## config.mk

```make
export PLATFORM = sky130hd
export DESIGN_NAME = clkstop_seq
export DESIGN_NICKNAME = d
export VERILOG_FILES = /design/src/rtl/cs_pkg.sv /design/src/rtl/cs_qual.sv /design/src/rtl/cs_fsm.sv /design/src/rtl/cs_pins.sv /design/src/rtl/clkstop_seq.sv
export SDC_FILE = /design/constraint.sdc
export NUM_CORES = 1
export LEC_CHECK = 0
export ABC_AREA = 1
export BUFFER_PORTS_ARGS = -buffer_cell sky130_fd_sc_hd__buf_2
export CORE_UTILIZATION = 36
export DETAILED_ROUTE_END_ITERATION = 10
export PLACE_DENSITY = 0.7
export SLEW_MARGIN = 10
export SYNTH_ARGS = -nofsm -noshare
export SYNTH_HDL_FRONTEND = slang
export SYNTH_SLANG_ARGS = --single-unit
```

## constraint.sdc

```tcl
create_clock -name clk -period 1.06 [get_ports clk]
set_input_delay 0.053 -clock clk [delete_from_list [all_inputs] [get_ports clk]]
set_output_delay 0.053 -clock clk [all_outputs]
set_load 0.05 [all_outputs]
```

## src/rtl/cs_pkg.sv

```systemverilog
`timescale 1ns/1ps
package cs_pkg;
  localparam int CS_CMD_W = 3;
  localparam logic [CS_CMD_W-1:0] CS_NOP = 3'b111;

  typedef enum logic [1:0] {
    ST_RUN   = 2'd0,
    ST_DRAIN = 2'd1,
    ST_STOP  = 2'd2,
    ST_WAKE  = 2'd3
  } cs_state_e;
endpackage

```

## src/rtl/cs_qual.sv

```systemverilog
`timescale 1ns/1ps
module cs_qual #(
  parameter int NUM_TMR = 6
) (
  input  logic [NUM_TMR-1:0] tmr_done,
  input  logic               burst_busy,
  input  logic               sched_idle,
  input  logic               sched_valid,
  output logic               tim_ok,
  output logic               stop_ok
);
  // running AND over the expiry flags
  logic [NUM_TMR:0] chain;
  assign chain[0] = 1'b1;
  for (genvar i = 0; i < NUM_TMR; i++) begin : g_and
    assign chain[i+1] = chain[i] & tmr_done[i];
  end

  assign tim_ok  = chain[NUM_TMR] & ~burst_busy;
  assign stop_ok = tim_ok & sched_idle & ~sched_valid;
endmodule

```

## src/rtl/cs_fsm.sv

```systemverilog
`timescale 1ns/1ps
module cs_fsm #(
  parameter int NOP_CYC = 2
) (
  input  logic              clk,
  input  logic              rst,
  input  logic              stop_req,
  input  logic              wake_req,
  input  logic              stop_ok,
  output cs_pkg::cs_state_e state,
  output cs_pkg::cs_state_e nxt
);
  import cs_pkg::*;
  localparam int GAP   = (NOP_CYC < 1) ? 1 : NOP_CYC;
  localparam int CNT_W = $clog2(GAP + 1);
  localparam logic [CNT_W-1:0] GAP_V = CNT_W'(GAP);

  logic [CNT_W-1:0] gap_cnt, gap_nxt;

  always_comb begin
    nxt     = state;
    gap_nxt = gap_cnt;
    case (state)
      ST_RUN:   if (stop_req) nxt = ST_DRAIN;
      ST_DRAIN: begin
        if (wake_req)     nxt = ST_RUN;   // cancel wins over stop
        else if (stop_ok) nxt = ST_STOP;
      end
      ST_STOP: begin
        if (wake_req) begin
          nxt     = ST_WAKE;
          gap_nxt = GAP_V;
        end
      end
      ST_WAKE: begin
        if (gap_cnt <= 1) nxt = ST_RUN;
        else              gap_nxt = gap_cnt - 1'b1;
      end
      default: nxt = ST_RUN;
    endcase
  end

  always_ff @(posedge clk) begin
    if (rst) begin
      state   <= ST_RUN;
      gap_cnt <= '0;
    end else begin
      state   <= nxt;
      gap_cnt <= gap_nxt;
    end
  end
endmodule

```

## src/rtl/cs_pins.sv

```systemverilog
`timescale 1ns/1ps
module cs_pins (
  input  logic                        clk,
  input  logic                        rst,
  input  logic                        park,
  input  logic                        accept,
  input  logic [cs_pkg::CS_CMD_W-1:0] sched_cmd,
  input  logic                        tim_ok,
  output logic                        ck_lvl,
  output logic                        ckn_lvl,
  output logic                        cke,
  output logic [cs_pkg::CS_CMD_W-1:0] mem_cmd,
  output logic                        freq_ok
);
  import cs_pkg::*;

  always_ff @(posedge clk) begin
    if (rst) begin
      ck_lvl  <= 1'b0;
      ckn_lvl <= 1'b1;
      cke     <= 1'b0;
      mem_cmd <= CS_NOP;
      freq_ok <= 1'b0;
    end else begin
      ck_lvl  <= park ? 1'b0 : ~ck_lvl;
      ckn_lvl <= park ? 1'b1 : ~ckn_lvl;
      cke     <= 1'b1;
      mem_cmd <= accept ? sched_cmd : CS_NOP;
      freq_ok <= tim_ok;
    end
  end
endmodule

```

## src/rtl/clkstop_seq.sv

```systemverilog
`timescale 1ns/1ps
module clkstop_seq #(
  parameter int NUM_TMR = 6,
  parameter int NOP_CYC = 2
) (
  input  logic                        clk,
  input  logic                        rst,
  input  logic                        stop_req,
  input  logic                        wake_req,
  input  logic [NUM_TMR-1:0]          tmr_done,
  input  logic                        burst_busy,
  input  logic                        sched_idle,
  input  logic                        sched_valid,
  input  logic [cs_pkg::CS_CMD_W-1:0] sched_cmd,
  output logic                        sched_ready,
  output logic [cs_pkg::CS_CMD_W-1:0] mem_cmd,
  output logic                        clk_en,
  output logic                        ck_lvl,
  output logic                        ckn_lvl,
  output logic                        cke,
  output logic                        stopped,
  output logic                        freq_ok
);
  import cs_pkg::*;

  logic      tim_ok, stop_ok;
  cs_state_e state, nxt;

  cs_qual #(.NUM_TMR(NUM_TMR)) u_qual (
    .tmr_done   (tmr_done),
    .burst_busy (burst_busy),
    .sched_idle (sched_idle),
    .sched_valid(sched_valid),
    .tim_ok     (tim_ok),
    .stop_ok    (stop_ok)
  );

  cs_fsm #(.NOP_CYC(NOP_CYC)) u_fsm (
    .clk     (clk),
    .rst     (rst),
    .stop_req(stop_req),
    .wake_req(wake_req),
    .stop_ok (stop_ok),
    .state   (state),
    .nxt     (nxt)
  );

  assign sched_ready = (state == ST_RUN) || (state == ST_DRAIN);
  assign clk_en      = (state != ST_STOP);
  assign stopped     = (state == ST_STOP);

  cs_pins u_pins (
    .clk      (clk),
    .rst      (rst),
    .park     (nxt == ST_STOP),
    .accept   (sched_valid & sched_ready),
    .sched_cmd(sched_cmd),
    .tim_ok   (tim_ok),
    .ck_lvl   (ck_lvl),
    .ckn_lvl  (ckn_lvl),
    .cke      (cke),
    .mem_cmd  (mem_cmd),
    .freq_ok  (freq_ok)
  );
endmodule

```

[After elaboration in Yosys (flattened, before gate mapping)]
Cells that the tools add are included.
Word-level totals
  register bits: 11
  output and inout port bits: 10
  word-level logic and storage cells: 46
Operators by class
  $add $sub $neg: 1
  $lt $le $gt $ge: 1
  eq/ne operators: 7
  mux-type cells: 10
  bitwise operators: 14
  reductions and logical operators: 6
Operators with widths (number)
  2-to-1 mux 2 bit: 7
  AND 1 bit: 9
  one-hot mux 2 bit (4 select lines): 1
  equality test 2 bit (second input constant): 3
  inequality test 2 bit (second input constant): 3
  inverter 1 bit: 5
  one-hot mux 2 bit (2 select lines): 1
  OR reduction 2 bit: 2
  AND reduction 3 bit: 1
  equality test 2 x 1 -> 1 bit (second input constant): 1
  less-or-equal comparator 2 x 1 -> 1 bit (second input constant): 1
  zero test 2 bit: 1
  nonzero test 2 bit: 1
  subtractor 2 x 1 -> 2 bit (second input constant): 1
  logical OR 1 bit: 1
  2-to-1 mux 1 bit: 1

[Depth between registers and ports, before layout]
Gate-level depths: netlist of the first run.
  word-level depth: 13
  gate-level depth with buffers: 9
  mapped depth without buffers: 9

[By module]
A second synthesis of the first run with hierarchy kept.
Second synthesis, totals
  cells, all modules: 74
  area, all modules: 514.2 µm²
Modules (own cells, without submodules)
  cs_fsm: times used 1, cells an instance 34, area each 236.5 µm², sequential area each 80.1 µm²
  cs_pins: times used 1, cells an instance 22, area each 205.2 µm², sequential area each 140.1 µm²
  cs_qual: times used 1, cells an instance 10, area each 40.0 µm², sequential area each 0.0 µm²
  clkstop_seq: times used 1, cells an instance 8, area each 32.5 µm², sequential area each 0.0 µm²

[Least setup slack after synthesis of the first run]
OpenSTA, ideal clock, no wires.
  kind: flip-flop to flip-flop
  from: register u_fsm.state[1]
  to: register u_pins.ckn_lvl
  data arrival time: 1.280 ns
  setup slack: -0.354 ns
  stages on the path, launching flop included: 10
  buffers on the path: 0
  period minus slack after synthesis: 1.414 ns
  cell sequence: dfxtp_1 inv_2 nor2_4 nand2_2 nand2_1 nor2_1 nand2_2 nand2_2 nand2_1 nand2_1
On the way
  elaborated cells between the ends (all ways): 12
RTL lines
  start, declared: RTL line cs_fsm.sv:10  | output cs_pkg::cs_state_e state,
  start signal, assigned: RTL line cs_fsm.sv:48  | state <= nxt;
  equality test 2 bit
  via stopped: RTL line clkstop_seq.sv:21  | output logic stopped,
  one-hot mux 2 bit (4 select lines): RTL line cs_fsm.sv:23  | case (state)
  equality test 2 bit: RTL line clkstop_seq.sv:55  | .park (nxt == ST_STOP),
  OR reduction 2 bit (no line)
  end signal, assigned: RTL line cs_pins.sv:26  | ckn_lvl <= park ? 1'b1 : ~ckn_lvl;
  end, declared: RTL line cs_pins.sv:10  | output logic ckn_lvl,
The timed path passes the listed nets, and every way through them passes these cells.
A chain may end at the register's enable or synchronous reset.

[Worst setup path after layout of the first run]
  from: register u_fsm.state[1]
  to: output clk_en
On the way
  longest elaborated chain between the ends: 1
RTL lines
  inequality test 2 bit: RTL line clkstop_seq.sv:49  | assign clk_en = (state != ST_STOP);
  end, declared: RTL line clkstop_seq.sv:17  | output logic clk_en,
Every way passes these cells.

==> results of run 1 <==
## power breakdown
part           switching (mW)  internal (mW)  total (mW)
clock network           0.151          0.140       0.291
logic                   0.110         0.0572       0.167
registers              0.0149          0.432       0.447
## layer usage
metal | global-route usage (%) | vias up
met5 | 0 | -
met4 | 5.357 | 0
met3 | 8.721 | 2
met2 | 41.10 | 18
met1 | 17.52 | 238
li1 | - | 266
## cells in the mapped netlist (all sizes together)
cell,count,area [µm²]
nor2,9,41.29
o21ai,3,18.77
nand2,18,75.07
inv,11,41.29
nand4,1,6.260
o211a,1,10.01
ha,1,12.51
nand3,3,15.01
dfxtp,11,220.2
a21oi,5,28.78
## layout make-up
type	instances	share of cell area (%)
multi-input cells	41	30.05
repair buffers	32	26.88
clock buffers	3	3.005
flip-flops and latches	11	30.55
well taps	14	2.337
inverters	11	6.511
clock inverters	1	0.6678
## flip-flops by register name, indices dropped and copies added (netlist names)
name,count
u_pins.ck_lvl,1
u_pins.freq_ok,1
u_pins.mem_cmd,3
u_fsm.gap_cnt,2
u_pins.ckn_lvl,1
u_fsm.state,2
u_pins.cke,1
## logic make-up after synthesis
| kind of cell | count (synthesis) | share of synthesized area, % |
|---|---|---|
| adders and majority gates | 1 | 2.666 |
| and+or+nand+nor | 31 | 29.33 |
| DFF | 11 | 46.93 |
| buffers and inverters | 11 | 8.800 |
| AOI/OAI and AO/OA | 9 | 12.27 |
## repair_timing
action / 4_1_cts / 5_1_grt
pin swaps: 2 / 1
resized for setup: 9 / 4
hold buffers: 3 / 0
setup endpoints to repair: 6 / 9
hold endpoints to repair: 3 / 0
setup buffers: 2 / 0
## cells in the final DEF (no fill, tap or decap)
cell type                       synthesis  final
sky130_fd_sc_hd__nand3_2                0      1
sky130_fd_sc_hd__a21oi_1                4      4
sky130_fd_sc_hd__buf_2                  0     23
sky130_fd_sc_hd__buf_4                  0      3
sky130_fd_sc_hd__nor2_1                 8      6
sky130_fd_sc_hd__a21oi_2                1      1
sky130_fd_sc_hd__dfxtp_4                0      2
sky130_fd_sc_hd__inv_2                  1      1
sky130_fd_sc_hd__dfxtp_1               11      8
sky130_fd_sc_hd__clkinv_2               0      1
sky130_fd_sc_hd__buf_6                  0      3
sky130_fd_sc_hd__nand4_1                1      1
sky130_fd_sc_hd__clkbuf_4               0      3
sky130_fd_sc_hd__o211a_1                1      1
sky130_fd_sc_hd__ha_1                   1      1
sky130_fd_sc_hd__nand2_1               15     15
sky130_fd_sc_hd__o21ai_1                2      2
sky130_fd_sc_hd__nand3_1                3      2
sky130_fd_sc_hd__inv_1                 10      9
sky130_fd_sc_hd__dfxtp_2                0      1
sky130_fd_sc_hd__nor2_2                 0      2
sky130_fd_sc_hd__o21ai_4                0      1
sky130_fd_sc_hd__nor2_4                 1      1
sky130_fd_sc_hd__inv_8                  0      1
sky130_fd_sc_hd__nand2_2                3      3
sky130_fd_sc_hd__dlygate4sd3_1          0      3
## path summary, 6_finish.rpt
kind,end,from,depth (start not counted),slack [ps]
worst min register to register,u_pins.ckn_lvl,u_pins.ckn_lvl,1,390
worst max-delay path,clk_en,u_fsm.state[1],5,-70
worst min-delay path,u_fsm.gap_cnt[1],rst,2,20
worst max register to register,u_fsm.gap_cnt[0],u_fsm.gap_cnt[1],5,-50
## metrics by stage
step	area, µm²	hold slack [ps]	setup TNS [ps]
3_3_place_gp	638.1	228.9	-53.87
6_report	749.5	19.47	-231.7
2_1_floorplan	480.5	112.4	-1004
3_5_place_dp	638.1	239.0	-141.0
4_1_cts	734.5	4.016	-173.0
5_1_grt	749.5	31.42	-592.2
==> impl_metrics.csv, run 1 <==
group,metric,value,unit
critical_path,timing.critical_path.max_delay_family,"flip-flops",
critical_path,worst_path_max_delay_cell,"sky130_fd_sc_hd__dfxtp_4",
critical_path,startpoint_to_endpoint_class_of_the_critical_path,"reg -> out",
grt,grt_pass1_wl,1.952,mm
routing,drt_first_iter_violations,8,
cts,cts_tree,"built",
logic_synthesis,count_of_state_elements_after_synthesis,11,
grt,antenna_violations_before_repair,0,
timing,timing.final.crit_period,1127,ps
critical_path,timing.critical_path.arrival,1070,ps
routing,wl_per_cell,10.58,µm
status,violations_in_the_final_reports,"negative setup slack",
die,core_region_area,1156,µm²
critical_path,worst_ep_required_time,1010,ps
cts,root_buffer,"sky130_fd_sc_hd__clkbuf_4",
flow_run,maxCapViolations,0,
cells_and_area,area_delta_synth_final,59.73,%
cells_and_area,utilization,64.83,%
cts,clkSlewWorstSetupHoldPaths,70,ps
timing,final.period_utilization,106.4,%
critical_path,critical-path-max-stage-delay,380,ps
routing,length_of_routed_met3_wiring,85,µm
placed_design,total_of_buffers_placed_on_input_and_output_ports,25,
cts,clk_buf_depth,2,
placed_design,placedCellCount,104,
routing,vias,524,
critical_path,worst-path-max-fanout,4,
logic_synthesis,gate_count_post_synth,63,
logic_synthesis,seq_area_frac_synth,46.93,%
timing,setup_viol,7,
logic_synthesis,synthesis.area_per_instance,7.448,µm²
critical_path,critical_path_capture_point_type,"output pin",
pwr,static-leakage-power,0.3761,nW
logic_synthesis,synthesis.yosys.warnings,0,
routing,top_layer_used,"met4",
cells_and_area,fillCellCount,107,
critical_path,startpoint_type,"flip-flop",
placed_design,preCtsSetupSlack,-49.57,ps
timing,setup_repair_after_global_routing_missed_its_margin,"true",
logic_synthesis,synth_nets,80,
cells_and_area,diodes,0,
grt,grt_max_degree,8,
die,die_w,38.10,µm
routing,detail_route.first_pass.iterations,4,
placed_design,finalWeightedCongestion,0.7388,
timing,timing.final.ws_setup,-67.44,ps
routing,drc_errors,0,
timing,finalMaxSlewViolations,0,
cts,cts_sinks,11,
cts,worstSkewPairLatency,270,ps
critical_path,worstPathCellList,"inv_8 -> nor2_4 -> buf_6 -> inv_2 -> buf_6",
cells_and_area,layout.area.seq,229.0,µm²
routing,drt_wl_total,1.195,mm
pwr,overall_power_after_layout,0.9039,mW
cells_and_area,multi_input_comb_area,225.2,µm²
routing,avg_vias_per_cell,4.637,
routing,routedLengthMet1,445,µm
timing,max_clock_freq,887.0,MHz
die,std_cell_rows,12,
critical_path,cp.buffers_inverters,4,
cts,cts-buffers-inserted,3,
min_path,worst_hold_path_type,"in -> reg",
timing,clock_skew,1.327,ps
grt,first_global_vias,529,
cells_and_area,nNetsFinal,117,
cells_and_area,layout-drive-gt1-share,47.47,%
die,chipHeight,38.10,µm
cts,cts.htree.levels,1,
die,floorplan.initialDensity,40.58,%
placed_design,hpwlAfterDp,831.8,µm
routing,ant_nets,0,
die,design.die.area,1452,µm²
timing,timing.slew.headroom,83.35,%
logic_synthesis,synthesis.area,469.2,µm²
grt,grtUsageTotal,20.39,%
pwr,power_density,1206,nW/µm²
die,floorplan.io_pins,26,
routing,total_length_of_routed_met2_wires,658,µm
status,outcome,"complete, but fails checks",
timing,worstMarginPinSlew,251.5,ps
pwr,worst_vdd_drop,0.0008442,V
grt,global_route.overflow_total,0,
logic_synthesis,synthDistinctLibCells,15,
timing,timing_hold_violations_final,0,
critical_path,crit_top_cell,"sky130_fd_sc_hd__buf_6",
cells_and_area,layout.cells.non_filler,113,
(Power assumes the default switching activity.)
==> run 2: changes to the inputs <==
Settings changed: CORE_AREA set to 2 2 39 41, CORE_UTILIZATION 36 to not set, CTS_BUF_LIST set to sky130_fd_sc_hd__clkbuf_4 sky130_fd_sc_hd__clkbuf_8, DIE_AREA set to 0 0 41 43, PLACE_DENSITY 0.7 to 0.68.
==> run 2 against run 1 <==
Compared with the run above:
- the run still ends with negative setup slack left
- count of clock-buffer cells in the layout grew 1
- critical path depth is the same
- combinational power is essentially flat
- wire length shrank 9.3%
==> impl_metrics.csv, run 2 (synthesis results as in run 1) <==
group,metric,value,unit
pwr,static-leakage-power,0.3829,nW
cells_and_area,diodes,0,
timing,setup_viol,5,
grt,first_global_vias,444,
cts,cts-buffers-inserted,3,
timing,clock_skew,9.429,ps
pwr,power.share.combinational,17.8,%
die,design.die.area,1763,µm²
placed_design,dpl_cell_area,648.1,µm²
critical_path,reg2regPathDepth,5,
die,floorplan.initialDensity,33.91,%
cells_and_area,layout-drive-gt1-share,49.00,%
timing,timing.final.crit_period,1137,ps
min_path,whs_path_depth,2,
routing,drt_wl_total,1.084,mm
cells_and_area,final_design_area_no_fill,757.0,µm²
routing,wl_per_cell,9.345,µm
pwr,power.share.sequential,48.2,%
pwr,power.clock.fraction,34.0,%
routing,avg_vias_per_cell,4.405,
die,floorplan.io_pins,26,
cells_and_area,layout.cells.most_common,"sky130_fd_sc_hd__buf_2",
cells_and_area,largest_registers_ranked_by_flip_flop_count,"u_pins.mem_cmd x3, u_fsm.gap_cnt x2, u_fsm.state x2",
cells_and_area,utilization,54.70,%
status,outcome,"complete, but fails checks",
pwr,overall_power_after_layout,0.9260,mW
die,die_w,41,µm
die,std_cell_rows,14,
pwr,worst_vdd_drop,0.0006984,V
grt,grtUsageTotal,14.08,%
timing,timing.slew.headroom,83.14,%
cts,cts_tree,"built",
cells_and_area,area_delta_synth_final,61.33,%
cts,clk_buf_depth,2,
pwr,switching_power_share_of_the_total,28.64,%
placed_design,hpwlAfterDp,817.7,µm
grt,antenna_violations_before_repair,0,
timing,timing_hold_violations_final,0,
timing,final.period_utilization,107.2,%
pwr,power_report.internal_total,0.6608,mW
timing,setup_repair_after_global_routing_missed_its_margin,"true",
flow_run,maxCapViolations,0,
critical_path,critical_path_capture_point_type,"output pin",
cells_and_area,largest-register,"u_pins.mem_cmd",
routing,ant_nets,0,
cts,worstSkewPairLatency,270,ps
routing,vias,511,
cells_and_area,layout.cells.non_filler,116,
cells_and_area,nNetsFinal,118,
min_path,worstHoldEndpoint,"u_fsm.state[1]",
placed_design,placedCellCount,107,
placed_design,preCtsSetupSlack,-50.65,ps
critical_path,timing.critical_path.arrival,1080,ps
timing,worstMarginPinSlew,254.6,ps
cells_and_area,layout_common_cells,"sky130_fd_sc_hd__buf_2, sky130_fd_sc_hd__nand2_1, sky130_fd_sc_hd__inv_1",
routing,drc_errors,0,
die,chipHeight,43,µm
timing,finalMaxSlewViolations,0,
cts,clkSlewWorstSetupHoldPaths,80,ps
timing,max_clock_freq,879.6,MHz
grt,grt_max_degree,7,
routing,drt_first_iter_violations,7,
critical_path,worst-r2r-setup-slack,-40,ps
critical_path,r2r-end,"u_fsm.gap_cnt[0]",
cts,root_buffer,"sky130_fd_sc_hd__clkbuf_4",
cts,cts_sinks,11,
cts,cts.htree.levels,1,
cells_and_area,largest_reg_flops,3,
critical_path,startpoint_to_endpoint_class_of_the_critical_path,"reg -> out",
critical_path,worst-path-max-fanout,4,
min_path,worst_hold_path_type,"in -> reg",
pwr,power_density,1223,nW/µm²
min_path,hp-start,"rst",
status,violations_in_the_final_reports,"negative setup slack",
grt,grt_pass1_wl,1.676,mm
pwr,power.switching,0.2652,mW
critical_path,rr_startpoint,"u_fsm.state[1]",
placed_design,finalWeightedCongestion,0.8015,
critical_path,worst_ep_required_time,1010,ps
critical_path,startpoint_type,"flip-flop",
grt,global_route.overflow_total,0,
die,core_region_area,1384,µm²
placed_design,total_of_buffers_placed_on_input_and_output_ports,25,
timing,timing.final.ws_setup,-76.82,ps
critical_path,startpoint,"u_fsm.state[1]",
cells_and_area,fillCellCount,137,
routing,detail_route.first_pass.iterations,4,
==> run 2: routing by layer <==
layer	track usage [%]	up-vias	routed length [µm]
li1	-	269	-
met1	16.50	220	465
met2	21.88	20	536
met3	3.665	2	72
met4	8.000	0	10
met5	0	-	0
==> run 2: worst max-delay path, stage by stage, from the launching register on <==
cell and delay [ps]:
sky130_fd_sc_hd__dfxtp_4 380, sky130_fd_sc_hd__inv_8 40, sky130_fd_sc_hd__nor2_4 110, sky130_fd_sc_hd__buf_6 120, sky130_fd_sc_hd__inv_2 30, sky130_fd_sc_hd__buf_6 140
==> run 2: layout make-up <==
class | count | area, µm² | share of cell area [%]
multi-input combinational | 41 | 220.2 | 29.09
sequential | 11 | 226.5 | 29.92
tap | 16 | 20.02 | 2.645
inverter | 11 | 48.80 | 6.446
timing repair buffer | 33 | 211.5 | 27.93
clock buffer | 4 | 30.03 | 3.967
==> run 2: worst max path at each step <==
stage / to / slack (ps) / depth (start not counted)
CTS: clk_en / -80 / 5
detailed placement: u_fsm.gap_cnt[0] / -50 / 5
global route: clk_en / -110 / 5
global placement: u_fsm.gap_cnt[0] / -40 / 5
finish: clk_en / -80 / 5
floorplan: u_pins.ckn_lvl / -250 / 9
==> run 2: repair_timing <==
| action | in CTS | in global routing |
|---|---|---|
| resized for setup | 10 | 3 |
| hold endpoints to repair | 3 | 0 |
| setup endpoints to repair | 6 | 7 |
| pin swaps | 2 | 1 |
| buffers inserted | 1 | 1 |
| hold buffers | 3 | 0 |
==> run 2: stage by stage <==
step | hold WS, ps | TNS (ps)
3_5_place_dp | 240.8 | -77.29
2_1_floorplan | 112.4 | -1004
3_3_place_gp | 229.8 | -51.22
5_1_grt | 23.00 | -636.0
6_report | 3.976 | -218.1
4_1_cts | 5.251 | -224.0
==> run 2: power groups by stage <==
stage | Sequential [mW] | Combinational (mW) | Clock [mW]
final | 0.447 | 0.165 | 0.315
after global routing | 0.449 | 0.179 | 0.336
after CTS | 0.446 | 0.164 | 0.319
after detailed placement | 0.454 | 0.155 | 0
after global placement | 0.454 | 0.154 | 0
after floorplan | 0.516 | 0.0398 | 0
==> run 3: changes to the inputs <==
Clock period 1.06 ns to 0.95 ns, I/O delays scaled along.
==> run 3 against run 2 <==
Compared with the run above:
- the flow still finishes with violations (negative setup slack)
- non-clock buffer count rose by 1
- combinational power grew 19%
- utilization up 5.8 points
- via count increased by 3.7%
- cell count increased by 0.86%
- register-to-register slack worse by 90 ps
==> impl_metrics.csv, run 3 (synthesis results as in run 1) <==
group,metric,value,unit
status,outcome,"complete, but fails checks",
status,violations_in_the_final_reports,"negative setup slack",
cells_and_area,area_delta_synth_final,78.40,%
critical_path,critical_path_capture_point_type,"output pin",
timing,finalHoldWorstSlack,42.19,ps
grt,first_global_vias,485,
routing,ant_nets,0,
cells_and_area,layout_common_cells,"sky130_fd_sc_hd__buf_2, sky130_fd_sc_hd__nand2_1, sky130_fd_sc_hd__inv_1, sky130_fd_sc_hd__dfxtp_1, sky130_fd_sc_hd__clkbuf_4",
timing,setup_total_negative_slack,-1040,ps
cells_and_area,diodes,0,
cells_and_area,nNetsFinal,119,
critical_path,worst-path-max-fanout,3,
grt,grtUsageTotal,15.05,%
routing,drt_first_iter_violations,10,
cells_and_area,largest_reg_flops,3,
timing,timing.final.ws_setup,-170.1,ps
cells_and_area,layout.cells.non_filler,117,
grt,antenna_violations_before_repair,0,
routing,vias,530,
cells_and_area,layout-drive-gt1-share,56.44,%
cts,cts_sinks,11,
routing,drc_errors,0,
flow_run,maxCapViolations,0,
grt,grt_pass1_wl,1.800,mm
cts,clk_buf_depth,2,
critical_path,worst_ep_required_time,900,ps
cells_and_area,final_design_area_no_fill,837.1,µm²
placed_design,finalWeightedCongestion,0.7657,
critical_path,startpoint_type,"flip-flop",
placed_design,dpl_cell_area,648.1,µm²
die,floorplan.io_pins,26,
die,design.die.area,1763,µm²
routing,wl_per_cell,9.812,µm
routing,avg_vias_per_cell,4.530,
cts,root_buffer,"sky130_fd_sc_hd__clkbuf_4",
grt,grt_max_degree,7,
cells_and_area,fillCellCount,128,
cells_and_area,layout.cells.most_common,"sky130_fd_sc_hd__buf_2",
timing,clock_skew,0.8837,ps
critical_path,r2r-end,"u_fsm.gap_cnt[0]",
placed_design,hpwlAfterDp,841.6,µm
critical_path,startpoint_to_endpoint_class_of_the_critical_path,"reg -> out",
timing,setup_viol,8,
critical_path,worst_path_max_delay_cell,"sky130_fd_sc_hd__dfxtp_4",
pwr,overall_power_after_layout,1.036,mW
timing,setup_repair_after_global_routing_missed_its_margin,"true",
cts,clkSlewWorstSetupHoldPaths,70,ps
die,floorplan.initialDensity,33.91,%
min_path,worst_hold_path_type,"in -> reg",
timing,max_clock_freq,892.8,MHz
critical_path,worstPathCellList,"inv_8 -> nor2_4 -> buf_6 -> inv_2 -> buf_6",
die,chipHeight,43,µm
pwr,power.share.combinational,18.9,%
pwr,worst_vdd_drop,0.0009189,V
pwr,power.switching,0.2956,mW
routing,detail_route.first_pass.iterations,3,
cells_and_area,largest-register,"u_pins.mem_cmd",
critical_path,timing.critical_path.arrival,1070,ps
timing,timing.final.crit_period,1120,ps
pwr,power_density,1238,nW/µm²
die,std_cell_rows,14,
critical_path,reg2regPathDepth,5,
critical_path,critical-path-max-stage-delay,380,ps
critical_path,crit_top_cell,"sky130_fd_sc_hd__buf_6",
pwr,power_report.internal_total,0.7404,mW
cts,cts_tree,"built",
pwr,static-leakage-power,0.4025,nW
timing,final.period_utilization,117.9,%
die,core_region_area,1384,µm²
critical_path,worst-r2r-setup-slack,-130,ps
placed_design,total_of_buffers_placed_on_input_and_output_ports,25,
timing,timing.slew.headroom,83.22,%
timing,finalMaxSlewViolations,0,
pwr,power.clock.fraction,33.2,%
placed_design,preCtsSetupSlack,-179.0,ps
critical_path,endpoint,"clk_en",
critical_path,rr_startpoint,"u_fsm.state[1]",
timing,worstMarginPinSlew,253.5,ps
die,die_w,41,µm
min_path,whs_path_depth,2,
cts,cts-buffers-inserted,3,
pwr,switching_power_share_of_the_total,28.53,%
grt,global_route.overflow_total,0,
critical_path,startpoint,"u_fsm.state[1]",
cts,cts.htree.levels,1,
cells_and_area,utilization,60.49,%
pwr,power.share.sequential,47.9,%
cells_and_area,largest_registers_ranked_by_flip_flop_count,"u_pins.mem_cmd x3, u_fsm.gap_cnt x2, u_fsm.state x2",
routing,drt_wl_total,1.148,mm
timing,timing_hold_violations_final,0,
placed_design,placedCellCount,107,
cts,worstSkewPairLatency,260,ps
## run 3: cell type report
type / count / area (µm²) / area share (%)
tap: 16 / 20.02 / 2.392
clock buffer: 4 / 30.03 / 3.587
timing repair buffer: 34 / 232.7 / 27.80
sequential: 11 / 231.5 / 27.65
multi-input combinational: 41 / 274.0 / 32.74
inverter: 11 / 48.80 / 5.830
## run 3: repair_timing
action	CTS	global route
setup endpoints to repair	10	12
hold endpoints to repair	3	0
hold buffers	3	0
gates resized for setup	17	14
pin swaps	3	7
buffers inserted	1	2
## run 3: worst min path at each step
stage                      start           endpoint  slack [ps]
finish                       rst   u_fsm.gap_cnt[1]          40
global route                 rst   u_fsm.gap_cnt[1]          50
detailed placement  sched_cmd[0]  u_pins.mem_cmd[0]         240
floorplan                    rst     u_fsm.state[1]         110
CTS                          rst   u_fsm.gap_cnt[1]          10
global placement    sched_cmd[1]  u_pins.mem_cmd[1]         220
## run 3: metal layers
layer | part of all wire, % | up-vias | GRT usage [%]
met4 | 0.96 | 0 | 4.000
met3 | 5.9 | 2 | 6.283
li1 | - | 273 | -
met5 | 0 | - | 0
met2 | 53 | 17 | 25.00
met1 | 40 | 238 | 16.72
## run 3: power by group through the flow
stage	registers [mW]	logic, mW	clock network, mW
after floorplan	0.576	0.0445	0
final	0.497	0.196	0.344
after global routing	0.500	0.210	0.375
after detailed placement	0.507	0.173	0
after global placement	0.507	0.171	0
after CTS	0.500	0.186	0.358
## run 3: critical path, delay by kind of cell (launching register included)
| family | cells | cell delay, ps |
|---|---|---|
| buffers and inverters | 4 | 330 |
| and+or+nand+nor | 1 | 110 |
| DFF | 1 | 380 |
